**src/rtl/cas_sel_pkg.sv**
```systemverilog
package cas_sel_pkg;
   localparam int MASK_W = 8;

   typedef enum logic [1:0] {ST_IDLE, ST_PICK, ST_WAIT, ST_FIN} cas_state_e;

   function automatic logic [2:0] lat_code(input logic [2:0] idx);
      logic [2:0] c;
      case (idx)
         3'd0, 3'd1: c = 3'd5;
         3'd2:       c = 3'd2;
         3'd3:       c = 3'd6;
         3'd4:       c = 3'd3;
         3'd5:       c = 3'd7;
         3'd6:       c = 3'd4;
         default:    c = 3'd0;
      endcase
      return c;
   endfunction

   function automatic logic [2:0] top_index(input logic [MASK_W-1:0] m);
      logic [2:0] r;
      r = '0;
      for (int i = 0; i < MASK_W; i++)
         if (m[i]) r = 3'(i);
      return r;
   endfunction

   function automatic logic [2:0] low_index(input logic [MASK_W-1:0] m);
      logic [2:0] r;
      r = '0;
      for (int i = MASK_W-1; i >= 0; i--)
         if (m[i]) r = 3'(i);
      return r;
   endfunction
endpackage

```
**src/rtl/cas_speed_div.sv**
```systemverilog
module cas_speed_div #(
   parameter int QW       = 15,
   parameter int DVW      = 8,
   parameter int DIVIDEND = 20000
) (
   input  logic           clk,
   input  logic           rst_n,
   input  logic           start_i,
   input  logic [DVW-1:0] divisor_i,
   output logic           done_o,
   output logic [QW-1:0]  quot_o
);
   localparam int CW = $clog2(QW + 1);
   localparam int PW = QW + DVW + 1;

   logic [DVW-1:0] dv_q;
   logic [DVW-1:0] rem_q;
   logic [QW-1:0]  acc_q;
   logic [CW-1:0]  cnt_q;
   logic           run_q;
   logic [DVW:0]   trial;
   logic           fits;

   assign trial = {rem_q, acc_q[QW-1]};
   assign fits  = trial >= {1'b0, dv_q};

   always_ff @(posedge clk or negedge rst_n) begin
      if (!rst_n) begin
         dv_q   <= '0;
         rem_q  <= '0;
         acc_q  <= '0;
         cnt_q  <= '0;
         run_q  <= 1'b0;
         done_o <= 1'b0;
      end else begin
         done_o <= 1'b0;
         if (start_i && !run_q) begin
            dv_q  <= divisor_i;
            rem_q <= '0;
            acc_q <= QW'(DIVIDEND);
            cnt_q <= CW'(QW);
            run_q <= 1'b1;
         end else if (run_q) begin
            rem_q <= fits ? DVW'(trial - {1'b0, dv_q}) : DVW'(trial);
            acc_q <= {acc_q[QW-2:0], fits};
            cnt_q <= cnt_q - 1'b1;
            if (cnt_q == CW'(1)) begin
               run_q  <= 1'b0;
               done_o <= 1'b1;
            end
         end
      end
   end

   assign quot_o = acc_q;

   p_div_nonzero_r3: assert property (@(posedge clk) disable iff (!rst_n)
      (start_i && !run_q) |-> (divisor_i != '0));
   p_div_exact_r3: assert property (@(posedge clk) disable iff (!rst_n)
      done_o |-> ((PW'(quot_o) * PW'(dv_q) + PW'(rem_q) == PW'(DIVIDEND)) && (rem_q < dv_q)));
endmodule

```
**src/rtl/cas_prune.sv**
```systemverilog
module cas_prune
   import cas_sel_pkg::*;
(
   input  logic [MASK_W-1:0] mask_i,
   input  logic [1:0]        shift_i,
   output logic [MASK_W-1:0] pruned_o
);
   logic [2:0] h;
   logic [2:0] lim;

   always_comb begin
      h   = top_index(mask_i);
      lim = ({1'b0, h} >= {2'b0, shift_i}) ? 3'(h - 3'(shift_i)) : 3'd0;
      if (mask_i == '1 || mask_i == '0) pruned_o = '0;
      else                              pruned_o = mask_i & ({MASK_W{1'b1}} << lim);
   end
endmodule

```
**src/rtl/cas_merge.sv**
```systemverilog
module cas_merge
   import cas_sel_pkg::*;
(
   input  logic [MASK_W-1:0] pa_i,
   input  logic [MASK_W-1:0] pb_i,
   output logic [2:0]        code_o,
   output logic              err_o
);
   logic [MASK_W-1:0] fin;

   always_comb begin
      if (pa_i == '0)      fin = pb_i;
      else if (pb_i == '0) fin = pa_i;
      else                 fin = pa_i & pb_i;
      err_o  = (fin == '0);
      code_o = err_o ? 3'd0 : lat_code(low_index(fin));
   end
endmodule

```
**src/rtl/cas_latency_select.sv**
```systemverilog
module cas_latency_select
   import cas_sel_pkg::*;
#(
   parameter int BW       = 16,
   parameter int QW       = 15,
   parameter int DVW      = 8,
   parameter int DIVIDEND = 20000
) (
   input  logic          clk,
   input  logic          rst_n,
   input  logic          start_i,
   input  logic [7:0]    lat_mask_a_i,
   input  logic [7:0]    cyc_half_a_i,
   input  logic [7:0]    cyc_full_a_i,
   input  logic [7:0]    lat_mask_b_i,
   input  logic [7:0]    cyc_half_b_i,
   input  logic [7:0]    cyc_full_b_i,
   input  logic [BW-1:0] bus_mhz_i,
   output logic          busy_o,
   output logic          done_o,
   output logic [2:0]    cas_code_o,
   output logic          err_o
);
   localparam int NSLOT = 2;
   localparam int CMPW  = (BW > QW) ? BW : QW;

   if (DIVIDEND >= (1 << QW)) begin : g_bad_qw
      $error("QW too narrow for DIVIDEND");
   end
   if (DVW < 8) begin : g_bad_dvw
      $error("DVW must hold 10*15+15");
   end

   cas_state_e         st_q;
   logic [1:0]         job_q;
   logic [1:0]         shift_q [NSLOT];
   logic               dstart_q;
   logic               ddone;
   logic [QW-1:0]      quot;
   logic [MASK_W-1:0]  mask    [NSLOT];
   logic [7:0]         half    [NSLOT];
   logic [7:0]         full    [NSLOT];
   logic [MASK_W-1:0]  pruned  [NSLOT];
   logic [7:0]         sel_byte;
   logic [DVW-1:0]     divisor;
   logic               need;
   logic               slot;
   logic [2:0]         m_code;
   logic               m_err;

   assign mask[0] = lat_mask_a_i;  assign half[0] = cyc_half_a_i;  assign full[0] = cyc_full_a_i;
   assign mask[1] = lat_mask_b_i;  assign half[1] = cyc_half_b_i;  assign full[1] = cyc_full_b_i;

   assign slot     = job_q[1];
   assign sel_byte = job_q[0] ? full[slot] : half[slot];
   assign divisor  = DVW'(sel_byte[7:4]) * DVW'(10) + DVW'(sel_byte[3:0]);
   assign need     = (mask[slot] != 8'hFF) && (sel_byte != 8'h00) &&
                     (!job_q[0] || shift_q[slot] == 2'd1);

   cas_speed_div #(.QW(QW), .DVW(DVW), .DIVIDEND(DIVIDEND)) u_div (
      .clk(clk), .rst_n(rst_n), .start_i(dstart_q),
      .divisor_i(divisor), .done_o(ddone), .quot_o(quot));

   for (genvar s = 0; s < NSLOT; s++) begin : g_slot
      cas_prune u_prune (.mask_i(mask[s]), .shift_i(shift_q[s]), .pruned_o(pruned[s]));
   end

   cas_merge u_merge (.pa_i(pruned[0]), .pb_i(pruned[1]), .code_o(m_code), .err_o(m_err));

   always_ff @(posedge clk or negedge rst_n) begin
      if (!rst_n) begin
         st_q       <= ST_IDLE;
         job_q      <= '0;
         shift_q[0] <= '0;
         shift_q[1] <= '0;
         dstart_q   <= 1'b0;
         busy_o     <= 1'b0;
         done_o     <= 1'b0;
         cas_code_o <= '0;
         err_o      <= 1'b0;
      end else begin
         done_o   <= 1'b0;
         dstart_q <= 1'b0;
         case (st_q)
            ST_IDLE: if (start_i) begin
               job_q      <= '0;
               shift_q[0] <= '0;
               shift_q[1] <= '0;
               busy_o     <= 1'b1;
               st_q       <= ST_PICK;
            end
            ST_PICK: if (need) begin
               dstart_q <= 1'b1;
               st_q     <= ST_WAIT;
            end else begin
               job_q <= job_q + 1'b1;
               st_q  <= (job_q == 2'd3) ? ST_FIN : ST_PICK;
            end
            ST_WAIT: if (ddone) begin
               if (CMPW'(quot) >= CMPW'(bus_mhz_i))
                  shift_q[slot] <= job_q[0] ? 2'd2 : 2'd1;
               job_q <= job_q + 1'b1;
               st_q  <= (job_q == 2'd3) ? ST_FIN : ST_PICK;
            end
            default: begin
               cas_code_o <= m_code;
               err_o      <= m_err;
               done_o     <= 1'b1;
               busy_o     <= 1'b0;
               st_q       <= ST_IDLE;
            end
         endcase
      end
   end

   p_done_pulse_r9: assert property (@(posedge clk) disable iff (!rst_n)
      done_o |=> !done_o);
   p_done_idle_r9: assert property (@(posedge clk) disable iff (!rst_n)
      done_o |-> !busy_o);
   p_err_code_r7: assert property (@(posedge clk) disable iff (!rst_n)
      (done_o && err_o) |-> (cas_code_o == 3'd0));
   p_hold_r10: assert property (@(posedge clk) disable iff (!rst_n)
      (!$stable(cas_code_o) || !$stable(err_o)) |-> done_o);
   p_shift_order_r4: assert property (@(posedge clk) disable iff (!rst_n)
      (shift_q[0] == 2'd2) |-> ($past(shift_q[0]) != 2'd0));
endmodule

```
**config.mk**
```make
export PLATFORM = sky130hd
export DESIGN_NAME = cas_latency_select
export DESIGN_NICKNAME = d
export VERILOG_FILES = /design/src/rtl/cas_sel_pkg.sv /design/src/rtl/cas_speed_div.sv /design/src/rtl/cas_prune.sv /design/src/rtl/cas_merge.sv /design/src/rtl/cas_latency_select.sv
export SDC_FILE = /design/constraint.sdc
export NUM_CORES = 1
export LEC_CHECK = 0
export ABC_AREA = 1
export CAP_MARGIN = 20
export CORE_MARGIN = 3
export CORE_UTILIZATION = 55
export DETAILED_ROUTE_END_ITERATION = 16
export GPL_TIMING_DRIVEN = 0
export HOLD_SLACK_MARGIN = 0.08
export PLACE_DENSITY_LB_ADDON = 0.12
export SYNTH_ARGS = -nofsm -noshare
export SYNTH_HDL_FRONTEND = slang
export SYNTH_SLANG_ARGS = --single-unit
```
**constraint.sdc**
```tcl
create_clock -name clk -period 6.95 [get_ports clk]
set_clock_uncertainty 0.1 [all_clocks]
set_input_delay 1.7375 -clock clk [delete_from_list [all_inputs] [get_ports clk]]
set_output_delay 1.7375 -clock clk [all_outputs]
set_load 0.03 [all_outputs]
```
==> run_results.csv <==
group,metric,value,unit
yosys,synth_edf_count,0,
routing,routed-via-count,4198,
grt,grt_first_pass_wirelength,17000,um
sta,fin_crit_sh,0.640,
setup_path,critPathRequiredTime,7.06,ns
run_status,status,"finished clean",
routing,vias_per_cell,5.22,
yosys,synth_simple_gate_area_share,0.282,
yosys,seq_area_frac_synth,0.292,
grt,grt.total_usage,0.230,
final_layout,nFillCells,666,
final_layout,drive_above_1_share,0.0855,
cts,clkSlewWorstSetupHoldPaths,0.10,ns
yosys,synth_top_cell_by_area,"dfrtp_1",
die,die_x,96.1,um
yosys,postSynthCellCount,621,
yosys,synth-compound-area-share,0.156,
cts,post-cts-setup-buffer-count,0,
grt,grt_max_degree,35,
die,initial_core_util,0.571,
sta,setup-tns-final,0,ns
die,fp.dieArea,9230,um^2
die,die_h,96.1,um
power_and_ir_drop,power.density,391,nW/um^2
yosys,synth-xor-area-share,0.0157,
yosys,synth_cell_types,41,
routing,drc,0,
final_layout,final_core_util,0.697,
final_layout,multi_input_area,2680,um^2
yosys,synth-main-ff-cell,"dfrtp_1",
yosys,avgSynthCellArea,7.18,um^2
routing,initialDrtViolationCount,171,
power_and_ir_drop,p_leak,2.84,nW
final_layout,antenna_cells,0,
final_layout,ff_latch_area,1300,um^2
yosys,synth_area,4460,um^2
cts,clock_path_buffers,2,
flow_run,drv_cap,0,
sta,worst_pin_slew,0.675,ns
cts,clkLatencyLatePin,0.31,ns
sta,slew_viol_final,0,
routing,ant_nets,0,
routing,routed_wl,10200,um
sta,setup_slack,2.50,ns
yosys,ys_seq_elements,52,
die,coreArea,7810,um^2
yosys,synth_common_cells,"nand2_1, inv_1, dfrtp_1",
die,rows,32,
worst_hold_path,hold_class,"reg2reg",
sta,min_period,4.45,ns
setup_path,critical_path_arrival,4.55,ns
yosys,synth_fa_ha_area_frac,0.146,
power_and_ir_drop,ir_worst_vdd,0.212,mV
cts,h-tree-depth,2,
yosys,synth_nets,737,
place,hpwlAfterDp,8370,um
setup_path,critPathCaptureType,"register",
setup_path,start_kind,"input pin",
cts,cts_resized,0,
setup_path,path_class,"in2reg",
yosys,synth_top_area_share,0.292,
grt,grt_pass1_vias,3997,
place,place.gp.congestion,0.840,
place,post-place-ws,2.18,ns
yosys,yosysWarnings,0,
grt,gr-total-overflow,0,
cts,hold_buffers,0,
yosys,synthTopCellsByArea,"dfrtp_1, ha_1, nand2_1, inv_1, nand3_1",
routing,dr.pass1.iters,4,
sta,hold_violations,0,
sta,max_freq,225,MHz
grt,antenna_found_initial,0,
final_layout,syn_to_final_growth,21.9,%
cts,root_buffer,"clkbuf_8",
setup_path,crit_fanout,8,
yosys,yosysMostFrequentCell,"nand2_1",
routing,wire_per_inst,12.6,um
sta,rsz0062_at_grt,"no",
place,portBuffers,72,
cts,cts_tree,"built",
cts,cts_sinks,52,
die,io_pins,73,
cts,cts_buffers,5,
yosys,muxShareOfSynthArea,0,
final_layout,nNetsFinal,817,
sta,setup_viol,0,
sta,slew_headroom,0.548,
yosys,synth_top_family_by_area,"simple AND/OR/NAND/NOR gates",
yosys,synthArstFlopShare,1.00,
==> kinds of logic after synthesis <==
| group | after synthesis |
|---|---|
| fa+ha+maj | 49 |
| buf+inv | 127 |
| simple gates | 269 |
| xor+xnor | 8 |
| compound gates | 116 |
| flops | 52 |
==> registers in the layout, summed over array words and instances, names as in the netlist <==
signal	cells
job_q	2
u_div.rem_q	8
u_div.cnt_q	4
cas_code_o	3
u_div.run_q	1
done_o	1
u_div.quot_o	15
busy_o	1
u_div.dv_q	8
shift_q	4
dstart_q	1
u_div.done_o	1
err_o	1
st_q	2
==> where the power goes <==
part / internal (W) / switching (W) / leakage [nW]
logic: 0.000553 / 0.000825 / 2.15
clock network: 0.000109 / 0.000106 / 0.0548
registers: 0.000448 / 0.0000852 / 0.633
==> cell usage in the layout, fill, tap and decap left out, types with 2 or more instances in the layout <==
master           netlist  routed
nand2_1              139     139
nor2_4                 6       6
ha_1                  44      44
nor2_2                 8       8
nand2_4                3       3
nand3_1               44      44
o22ai_1               11      11
nor2_1                39      39
o21ai_1                7       7
a22oi_1                6       6
xnor2_1                3       3
nand2_2               12      12
o211ai_1               5       5
xor2_1                 5       5
nand4_1                4       4
clkdlybuf4s50_1        0      71
o21ai_4                2       2
o21ai_0               36      36
clkbuf_8               0       5
nand3_4                2       2
a32o_1                 5       5
clkbuf_1               5       5
fa_1                   5       5
buf_2                  4       5
a21oi_1               33      33
dfrtp_1               52      52
inv_2                  5       5
nand3_2                3       3
inv_1                112     112
nor3_1                 3       3
o21bai_1               3       3
a31oi_1                2       2
or2_2                  3       3
==> critical path: stages <==
cell,delay [ns]
clkdlybuf4s50_1,0.50
inv_1,0.06
a21oi_1,0.14
o21ai_0,0.09
a21oi_1,0.13
ha_1,0.20
fa_1,0.42
inv_1,0.14
nand3_1,0.13
nor2_2,0.14
nor2_4,0.06
nor2_4,0.13
nand2_4,0.10
nand3_4,0.11
nand2_2,0.06
nand2_2,0.07
inv_2,0.04
nor2_4,0.07
o21ai_1,0.07
nand2_1,0.06
nand2_1,0.06
==> metrics by stage <==
step                hold WS (ns)  power (W)  cells  cell area (um^2)
global route               0.388    0.00237    804              5440
floorplan                  0.336    0.00156    621              4460
detailed placement         0.366    0.00191    796              5330
global placement           0.352    0.00184    795              5310
CTS                        0.382    0.00213    804              5440
finish                     0.379    0.00213    804              5440
==> metal layers <==
| metal | global-route usage | vias up | share of wire |
|---|---|---|---|
| met5 | 0 | - | 0 |
| met4 | 0.0711 | 0 | 0.014 |
| met3 | 0.0336 | 14 | 0.051 |
| met2 | 0.386 | 109 | 0.46 |
| met1 | 0.306 | 1908 | 0.47 |
| li1 | - | 2167 | - |
==> final cells by class <==
class / count / area share
multi-input cells: 442 / 0.492
clock inverters: 3 / 0.00851
repair buffers: 73 / 0.135
clock buffers: 5 / 0.0126
plain buffers: 9 / 0.00713
inverters: 118 / 0.0814
well taps: 102 / 0.0235
flip-flops and latches: 52 / 0.239
==> path summary, 6_finish.rpt <==
| check | startpoint | to | slack [ns] | depth (start not counted) |
|---|---|---|---|---|
| hold reg to reg | u_div.cnt_q[3] | u_div.done_o | 0.38 | 1 |
| setup / recovery | lat_mask_a_i[2] | cas_code_o[0] | 2.50 | 21 |
| setup reg to reg | job_q[0] | u_div.dv_q[7] | 3.85 | 13 |
| min in group asynchronous | rst_n | u_div.quot_o[2] | 1.26 | 1 |
| hold / removal | u_div.cnt_q[3] | u_div.done_o | 0.38 | 1 |
| max in group asynchronous | rst_n | busy_o | 4.97 | 2 |
No activity file was read; power rests on OpenSTA's default activity.
